**config.mk**
```make
export PLATFORM = sky130hd
export DESIGN_NAME = snoop_tas_agent
export DESIGN_NICKNAME = d
export VERILOG_FILES = /design/src/rtl/tas_agent_pkg.sv /design/src/rtl/tas_snoop_dec.sv /design/src/rtl/tas_line_copy.sv /design/src/rtl/tas_agent_ctrl.sv /design/src/rtl/snoop_tas_agent.sv
export SDC_FILE = /design/constraint.sdc
export NUM_CORES = 1
export LEC_CHECK = 0
export ABC_AREA = 1
export ABC_CLOCK_PERIOD_IN_PS = 2000
export BUFFER_PORTS_ARGS = -buffer_cell sky130_fd_sc_hd__buf_4
export CAP_MARGIN = 25
export CORE_MARGIN = 2
export CORE_UTILIZATION = 52
export CTS_BUF_LIST = sky130_fd_sc_hd__clkbuf_2 sky130_fd_sc_hd__clkbuf_4 sky130_fd_sc_hd__clkbuf_8
export DETAILED_ROUTE_END_ITERATION = 16
export MAX_ROUTING_LAYER = met4
export PLACE_DENSITY_LB_ADDON = 0.12
export REMOVE_ABC_BUFFERS = 1
export SYNTH_ARGS = -nofsm -noshare
export SYNTH_HDL_FRONTEND = slang
export SYNTH_HIERARCHICAL = 1
export SYNTH_SLANG_ARGS = --single-unit
```
**constraint.sdc**
```tcl
create_clock -name clk -period 2 [get_ports clk]
set_clock_uncertainty 0.1 [all_clocks]
set_input_delay 0.2 -clock clk [delete_from_list [all_inputs] [get_ports clk]]
set_output_delay 0.2 -clock clk [all_outputs]
set_load 0.01 [all_outputs]
```
**src/rtl/tas_agent_pkg.sv**
```systemverilog
`timescale 1ns/1ps
package tas_agent_pkg;

    typedef enum logic [1:0] {
        OP_RDMISS = 2'b00,
        OP_TAS    = 2'b01,
        OP_WRITE  = 2'b10,
        OP_NONE   = 2'b11
    } bus_op_e;

    typedef enum logic [1:0] {
        RES_NONE  = 2'b00,
        RES_GOT   = 2'b01,
        RES_BUSY  = 2'b10,
        RES_ABORT = 2'b11
    } acq_res_e;

    typedef enum logic [2:0] {
        ST_IDLE,
        ST_RD_REQ,
        ST_RD_WAIT,
        ST_TAS_REQ,
        ST_TAS_WAIT
    } agent_st_e;

    typedef struct packed {
        logic oth_rd;   // another agent's read miss
        logic own_rd;   // our read miss completing
        logic own_tas;  // our test-and-set completing
        logic oth_win;  // another agent's test-and-set that found the lock free
        logic wr;       // any write
    } snp_ev_t;

endpackage

```
**src/rtl/tas_snoop_dec.sv**
```systemverilog
`timescale 1ns/1ps
module tas_snoop_dec
    import tas_agent_pkg::*;
#(
    parameter int DW = 8
) (
    input  logic          snp_valid,
    input  logic          snp_own,
    input  logic [1:0]    snp_op,
    input  logic [DW-1:0] snp_data,
    output snp_ev_t       ev,
    output logic          data_free
);

    always_comb begin
        data_free  = (snp_data == '0);
        ev         = '0;
        ev.oth_rd  = snp_valid && !snp_own && (snp_op == OP_RDMISS);
        ev.own_rd  = snp_valid &&  snp_own && (snp_op == OP_RDMISS);
        ev.own_tas = snp_valid &&  snp_own && (snp_op == OP_TAS);
        ev.oth_win = snp_valid && !snp_own && (snp_op == OP_TAS) && data_free;
        ev.wr      = snp_valid && (snp_op == OP_WRITE);
    end

endmodule

```
**src/rtl/tas_line_copy.sv**
```systemverilog
`timescale 1ns/1ps
module tas_line_copy #(
    parameter int AW = 16,
    parameter int DW = 8
) (
    input  logic          clk,
    input  logic          rst_n,
    input  logic          wr_ev,
    input  logic          win_ev,
    input  logic [AW-1:0] snp_addr,
    input  logic [DW-1:0] snp_data,
    input  logic          fill_en,
    input  logic [AW-1:0] fill_addr,
    input  logic [DW-1:0] fill_data,
    output logic          c_valid,
    output logic [AW-1:0] c_addr,
    output logic [DW-1:0] c_data,
    output logic          inv_now
);

    typedef struct packed {
        logic          valid;
        logic [AW-1:0] addr;
        logic [DW-1:0] data;
    } line_t;

    line_t line_d, line_q;

    always_comb begin
        line_d  = line_q;
        // only a real change of value kills the copy
        inv_now = line_q.valid && (snp_addr == line_q.addr) &&
                  ((wr_ev && (snp_data != line_q.data)) || win_ev);
        if (inv_now) line_d.valid = 1'b0;
        if (fill_en) begin
            line_d.valid = 1'b1;
            line_d.addr  = fill_addr;
            line_d.data  = fill_data;
        end
    end

    always_ff @(posedge clk or negedge rst_n) begin
        if (!rst_n) line_q <= '0;
        else        line_q <= line_d;
    end

    assign c_valid = line_q.valid;
    assign c_addr  = line_q.addr;
    assign c_data  = line_q.data;

endmodule

```
**src/rtl/tas_agent_ctrl.sv**
```systemverilog
`timescale 1ns/1ps
module tas_agent_ctrl
    import tas_agent_pkg::*;
#(
    parameter int            AW         = 16,
    parameter int            DW         = 8,
    parameter logic [DW-1:0] LOCKED_VAL = 'd1
) (
    input  logic          clk,
    input  logic          rst_n,
    input  logic          acq_req,
    input  logic [AW-1:0] acq_addr,
    input  logic          oth_rd,
    input  logic          own_rd,
    input  logic          own_tas,
    input  logic          oth_win,
    input  logic          data_free,
    input  logic [AW-1:0] snp_addr,
    input  logic [DW-1:0] snp_data,
    input  logic          c_valid,
    input  logic [AW-1:0] c_addr,
    input  logic [DW-1:0] c_data,
    input  logic          inv_now,
    input  logic          bus_grant,
    output logic          acq_done,
    output logic [1:0]    acq_result,
    output logic          bus_req,
    output logic          cmd_valid,
    output logic [1:0]    cmd_op,
    output logic [AW-1:0] cmd_addr,
    output logic          fill_en,
    output logic [AW-1:0] fill_addr,
    output logic [DW-1:0] fill_data
);

    typedef struct packed {
        agent_st_e     st;
        logic [AW-1:0] addr;
        logic          done;
        logic [1:0]    res;
    } ctrl_t;

    ctrl_t ctl_d, ctl_q;
    logic  hit, kill_rd, kill_tas, req;

    always_comb begin
        ctl_d     = ctl_q;
        ctl_d.done = 1'b0;
        hit       = c_valid && !inv_now && (c_addr == acq_addr);
        kill_rd   = (ctl_q.st == ST_RD_REQ)  && oth_rd  && (snp_addr == ctl_q.addr);
        kill_tas  = (ctl_q.st == ST_TAS_REQ) && oth_win && (snp_addr == ctl_q.addr);
        // withdraw in the very cycle the deciding transaction is seen
        req       = ((ctl_q.st == ST_RD_REQ) || (ctl_q.st == ST_TAS_REQ)) &&
                    !kill_rd && !kill_tas;
        fill_en   = 1'b0;
        fill_data = snp_data;
        case (ctl_q.st)
            ST_IDLE: begin
                if (acq_req) begin
                    ctl_d.addr = acq_addr;
                    if (!hit) begin
                        ctl_d.st = ST_RD_REQ;
                    end else if (c_data != '0) begin
                        ctl_d.done = 1'b1;
                        ctl_d.res  = RES_BUSY;
                    end else begin
                        ctl_d.st = ST_TAS_REQ;
                    end
                end
            end
            ST_RD_REQ, ST_RD_WAIT: begin
                if (kill_rd || ((ctl_q.st == ST_RD_WAIT) && own_rd)) begin
                    fill_en = 1'b1;
                    if (data_free) begin
                        ctl_d.st = ST_TAS_REQ;
                    end else begin
                        ctl_d.st   = ST_IDLE;
                        ctl_d.done = 1'b1;
                        ctl_d.res  = RES_BUSY;
                    end
                end else if ((ctl_q.st == ST_RD_REQ) && req && bus_grant) begin
                    ctl_d.st = ST_RD_WAIT;
                end
            end
            ST_TAS_REQ: begin
                if (kill_tas) begin
                    ctl_d.st   = ST_IDLE;
                    ctl_d.done = 1'b1;
                    ctl_d.res  = RES_ABORT;
                end else if (req && bus_grant) begin
                    ctl_d.st = ST_TAS_WAIT;
                end
            end
            ST_TAS_WAIT: begin
                if (own_tas) begin
                    fill_en    = 1'b1;
                    ctl_d.st   = ST_IDLE;
                    ctl_d.done = 1'b1;
                    if (data_free) begin
                        ctl_d.res = RES_GOT;
                        fill_data = LOCKED_VAL;
                    end else begin
                        ctl_d.res = RES_BUSY;
                    end
                end
            end
            default: ctl_d.st = ST_IDLE;
        endcase
    end

    always_ff @(posedge clk or negedge rst_n) begin
        if (!rst_n) ctl_q <= '{st: ST_IDLE, addr: '0, done: 1'b0, res: 2'b00};
        else        ctl_q <= ctl_d;
    end

    always_comb begin
        case (ctl_q.st)
            ST_RD_REQ, ST_RD_WAIT:   cmd_op = OP_RDMISS;
            ST_TAS_REQ, ST_TAS_WAIT: cmd_op = OP_TAS;
            default:                 cmd_op = OP_NONE;
        endcase
    end

    assign bus_req    = req;
    assign cmd_valid  = req && bus_grant;
    assign cmd_addr   = ctl_q.addr;
    assign fill_addr  = ctl_q.addr;
    assign acq_done   = ctl_q.done;
    assign acq_result = ctl_q.res;

endmodule

```
**src/rtl/snoop_tas_agent.sv**
```systemverilog
`timescale 1ns/1ps
module snoop_tas_agent
    import tas_agent_pkg::*;
#(
    parameter int            AW         = 16,
    parameter int            DW         = 8,
    parameter logic [DW-1:0] LOCKED_VAL = 'd1
) (
    input  logic          clk,
    input  logic          rst_n,
    input  logic          acq_req,
    input  logic [AW-1:0] acq_addr,
    output logic          acq_done,
    output logic [1:0]    acq_result,
    output logic          bus_req,
    input  logic          bus_grant,
    output logic          cmd_valid,
    output logic [1:0]    cmd_op,
    output logic [AW-1:0] cmd_addr,
    input  logic          snp_valid,
    input  logic          snp_own,
    input  logic [1:0]    snp_op,
    input  logic [AW-1:0] snp_addr,
    input  logic [DW-1:0] snp_data
);

    snp_ev_t       ev;
    logic          data_free;
    logic          c_valid, inv_now, fill_en;
    logic [AW-1:0] c_addr, fill_addr;
    logic [DW-1:0] c_data, fill_data;

    tas_snoop_dec #(.DW(DW)) u_dec (
        .snp_valid (snp_valid),
        .snp_own   (snp_own),
        .snp_op    (snp_op),
        .snp_data  (snp_data),
        .ev        (ev),
        .data_free (data_free)
    );

    tas_line_copy #(.AW(AW), .DW(DW)) u_copy (
        .clk       (clk),
        .rst_n     (rst_n),
        .wr_ev     (ev.wr),
        .win_ev    (ev.oth_win),
        .snp_addr  (snp_addr),
        .snp_data  (snp_data),
        .fill_en   (fill_en),
        .fill_addr (fill_addr),
        .fill_data (fill_data),
        .c_valid   (c_valid),
        .c_addr    (c_addr),
        .c_data    (c_data),
        .inv_now   (inv_now)
    );

    tas_agent_ctrl #(.AW(AW), .DW(DW), .LOCKED_VAL(LOCKED_VAL)) u_ctrl (
        .clk        (clk),
        .rst_n      (rst_n),
        .acq_req    (acq_req),
        .acq_addr   (acq_addr),
        .oth_rd     (ev.oth_rd),
        .own_rd     (ev.own_rd),
        .own_tas    (ev.own_tas),
        .oth_win    (ev.oth_win),
        .data_free  (data_free),
        .snp_addr   (snp_addr),
        .snp_data   (snp_data),
        .c_valid    (c_valid),
        .c_addr     (c_addr),
        .c_data     (c_data),
        .inv_now    (inv_now),
        .bus_grant  (bus_grant),
        .acq_done   (acq_done),
        .acq_result (acq_result),
        .bus_req    (bus_req),
        .cmd_valid  (cmd_valid),
        .cmd_op     (cmd_op),
        .cmd_addr   (cmd_addr),
        .fill_en    (fill_en),
        .fill_addr  (fill_addr),
        .fill_data  (fill_data)
    );

endmodule

```
==> summary.txt <==
Timing
  – Relative slew slack: 59.2%
  – Total Neg Setup Slack: -0.761 ns
  – Setup-failing EPs final: 7
  – Final hold viol count: 0
  – Final max-slew violation count: 0
  – Fin crit period: 2.19 ns
  – RSZ-0062 raised after global routing: yes
  – Setup ws final: -0.195 ns
  – Max frequency: 456 MHz
  – Worst Max-Slew Pin Slew: 0.612 ns
  – Fin crit share: 110%

Global route
  – Overflow left after global routing: 0
  – Antenna violations before repair: 0
  – First-pass GRT wire length: 14.1 mm
  – GRT Overall Usage: 24.3%
  – Number of global-route vias before repair: 3153
  – Largest net degree at the start of global routing: 48

Power and ir drop
  – Combinational power share: a little over half
  – Clock power frac: about 15%
  – Internal: 0.00324 W
  – Switching power: roughly 0.0023 W
  – Peak supply drop: 0.738 mV
  – Power Total: 0.00554 W
  – Leak: 2.60 nW
  – Power per Cell Area: 1240 mW/mm^2
  – Switch share: around two fifths
  – Seq pwr share: 32.3%

CTS
  – Htree depth: 2
  – Clock transition at path regs: approximately 0.09 ns
  – CTS Buf Count: 5
  – Clk root buf: clkbuf_8
  – CTS tree: yes
  – Clk buf depth: 2
  – Clock sink count: 47
  – Latest clock arrival within the worst-skew pair: 0.30 ns

Critical path
  – CP Class: flop to flop
  – Worst EP arrival: ~2.3 ns
  – Critical R2R Launch: u_copy/c_data[4]$_DFFE_PN0P_
  – Reg-to-reg endpoint: u_ctrl/acq_result[0]$_DFFE_PN0P_
  – CP Capture Type: flop
  – Critical Path Start: u_copy/c_data[4]$_DFFE_PN0P_
  – FF-to-FF setup slack: -0.19 ns
  – Largest fanout on the critical path: 3
  – Reg2Reg Depth: 19
  – Worst Path Required: 2.09 ns
  – CP endpoint: u_ctrl/acq_result[0]$_DFFE_PN0P_
  – Crit start category: flop

Logic synthesis
  – Post-Syn Area per Cell: 6.14 um^2
  – Yosys cell types: 35
  – Synth Flop Type: dfrtp_1
  – Synthesized instance count: 591
  – Sequential area share after synthesis: 32.4%
  – Ys Warns: 6
  – FFs w/ async S/R, synth: 100%
  – Post-synth EDFFs: 0
  – FF+latch count, synth: 47
  – Synthesized cell area: between 0.003 and 0.004 mm^2

Job
  – Max Cap Violations: 0

Worst hold path
  – HP Class: primary input to flop

Floorplanning
  – Die Y: 87.5 um
  – Initial core utilization: a little over half
  – Core Box Area: 0.00676 mm^2
  – FP Rows: 30
  – Die W: 87.5 um
  – Die area: 0.00766 mm^2
  – Num ports: 71

Detailed routing
  – Vias: about 3600
  – Drt via density: 4.82
  – Wire per inst: between 10 and 15 um
  – DRT Pass-1 Iters: 5
  – Drt initial violations: 156
  – Antenna Violating Nets Remaining: 0
  – Routed WL: 8.95 mm
  – Post-route DRC: 0

Layout
  – Fillers: around 630
  – Fin area: 0.00446 mm^2
  – Diode count: 0
  – Total Nets Final: 714
  – Area Overhead vs Synth: 22.9%
  – Layout cell share with drive strength beyond 1: 24.3%

Placement
  – I/O Buffers: 70
  – Cell Area, Placed: between 0.004 and 0.005 mm^2
  – Detailed placement HPWL: roughly 6.7 mm
  – GPL Wtd Cong: 0.853

Run status
  – Failing checks: negative setup slack
  – Status: complete, but fails checks
## power groups by stage
stage | combinational [W] | sequential [W] | clock (W)
after floorplan | 0.00150 | 0.00184 | 0
after global placement | 0.00247 | 0.00182 | 0
after detailed placement | 0.00253 | 0.00184 | 0
after CTS | 0.00273 | 0.00179 | 0.000848
after global routing | 0.00328 | 0.00186 | 0.000884
final | 0.00291 | 0.00179 | 0.000834
## state kept, by name, indices dropped and copies added (netlist names)
| name | flops |
|---|---|
| u_copy/c_valid | 1 |
| u_copy/c_data | 8 |
| u_ctrl/acq_result | 2 |
| u_ctrl/acq_done | 1 |
| u_copy/c_addr | 16 |
| u_ctrl/cmd_addr | 16 |
| u_ctrl/ctl_q | 3 |
## worst min-delay path by stage
| stage | from | endpoint | slack [ns] | depth (start not counted) |
|---|---|---|---|---|
| after global placement | rst_n | u_ctrl/cmd_addr[12]$_DFFE_PN0P_ | 0.16 | 1 |
| after global routing | acq_addr[6] | u_ctrl/cmd_addr[6]$_DFFE_PN0P_ | 0.02 | 3 |
| after CTS | acq_addr[2] | u_ctrl/cmd_addr[2]$_DFFE_PN0P_ | 0.02 | 3 |
| after detailed placement | rst_n | u_ctrl/cmd_addr[12]$_DFFE_PN0P_ | 0.16 | 1 |
| after floorplan | rst_n | u_copy/c_addr[0]$_DFFE_PN0P_ | -0.20 | 0 |
| final | acq_addr[0] | u_ctrl/cmd_addr[0]$_DFFE_PN0P_ | 0.02 | 3 |
## placed cells by master (no fill, tap or decap), types with 2 or more instances in the layout
cell type / count
nand2_1: 207
inv_1: 107
buf_4: 104
nor2_1: 59
dfrtp_1: 47
o21ai_0: 37
inv_2: 15
nand3_1: 12
nor2_2: 9
xnor2_1: 7
nand4_1: 7
nor3_1: 7
nand2_2: 6
clkbuf_8: 5
or2_2: 4
buf_6: 3
nand3b_1: 3
nor2_4: 3
nand3_2: 3
bufinv_16: 2
xor2_1: 2
nand3_4: 2
## worst max-delay path, cell delays in order (launching register included)
cell	delay, ns
dfrtp_1	0.40
inv_1	0.07
nand2_1	0.06
nand2_1	0.06
nand2_1	0.07
nor2_2	0.10
nand2_1	0.06
nand2_1	0.07
nand2_2	0.06
inv_2	0.04
nor2_1	0.03
nand3b_1	0.14
nor2_1	0.08
nand2_1	0.08
nor2_2	0.18
nand3_1	0.11
o21ai_2	0.18
inv_2	0.08
nand3_2	0.06
nand2_1	0.05
## metrics by stage
stage	utilization, %	std cells	setup slack [ns]	hold WS [ns]
6_report	66.0	747	-0.195	0.0238
3_3_place_gp	60.5	716	-0.0592	0.155
3_5_place_dp	60.5	716	-0.140	0.156
5_1_grt	66.0	747	-0.366	0.0233
4_1_cts	64.4	737	-0.125	0.0168
2_1_floorplan	-	551	-0.271	-0.196
## synth_stat cells (2+ instances only)
cell	instances	area, um^2
nand2_2	4	25.0
nand2_1	209	785
buf_4	34	255
nor2_1	63	236
inv_2	9	33.8
nand3_1	15	75.1
inv_1	113	424
nor2_2	5	31.3
nand4_1	7	43.8
xor2_1	2	17.5
or2_2	4	25.0
dfrtp_1	47	1180
clkbuf_1	5	18.8
nand3b_1	3	22.5
nor2_4	3	33.8
xnor2_1	7	61.3
o21ai_0	37	185
nor3_1	7	35.0
## routing by layer
layer | vias to the layer above | global-route usage (%) | share of wire [%]
met5 | - | - | 0
met4 | 0 | 5.45 | 1.1
met3 | 9 | 3.13 | 4.8
met2 | 98 | 37.5 | 46
met1 | 1628 | 34.2 | 48
li1 | 1863 | - | -
## kinds of logic after synthesis
family / synth area share [%]
AND/OR/NAND/NOR: 38.3
buffers and inverters: 20.3
flip-flops: 32.4
AO/OA/AOI/OAI: 6.80
XOR/XNOR: 2.17
## what timing repair did
action                                  in CTS  in global routing
cloned                                       0                  0
hold buffers                                 1                  0
resized for setup                            7                 13
buffers inserted                            12                 10
hold endpoints to repair                    47                  0
pin swaps                                   11                 17
endpoints found under the setup margin       8                 30
## layout make-up
class                      count  area (um^2)  share of cell area [%]
inverter                     122          458                    10.3
clock inverter                 3         67.6                    1.52
timing repair buffer         108          825                    18.5
sequential                    47         1180                    26.4
multi-input combinational    382         1760                    39.5
tap                           80          100                    2.25
clock buffer                   5         68.8                    1.54
Power figures use the tool's default switching activity.
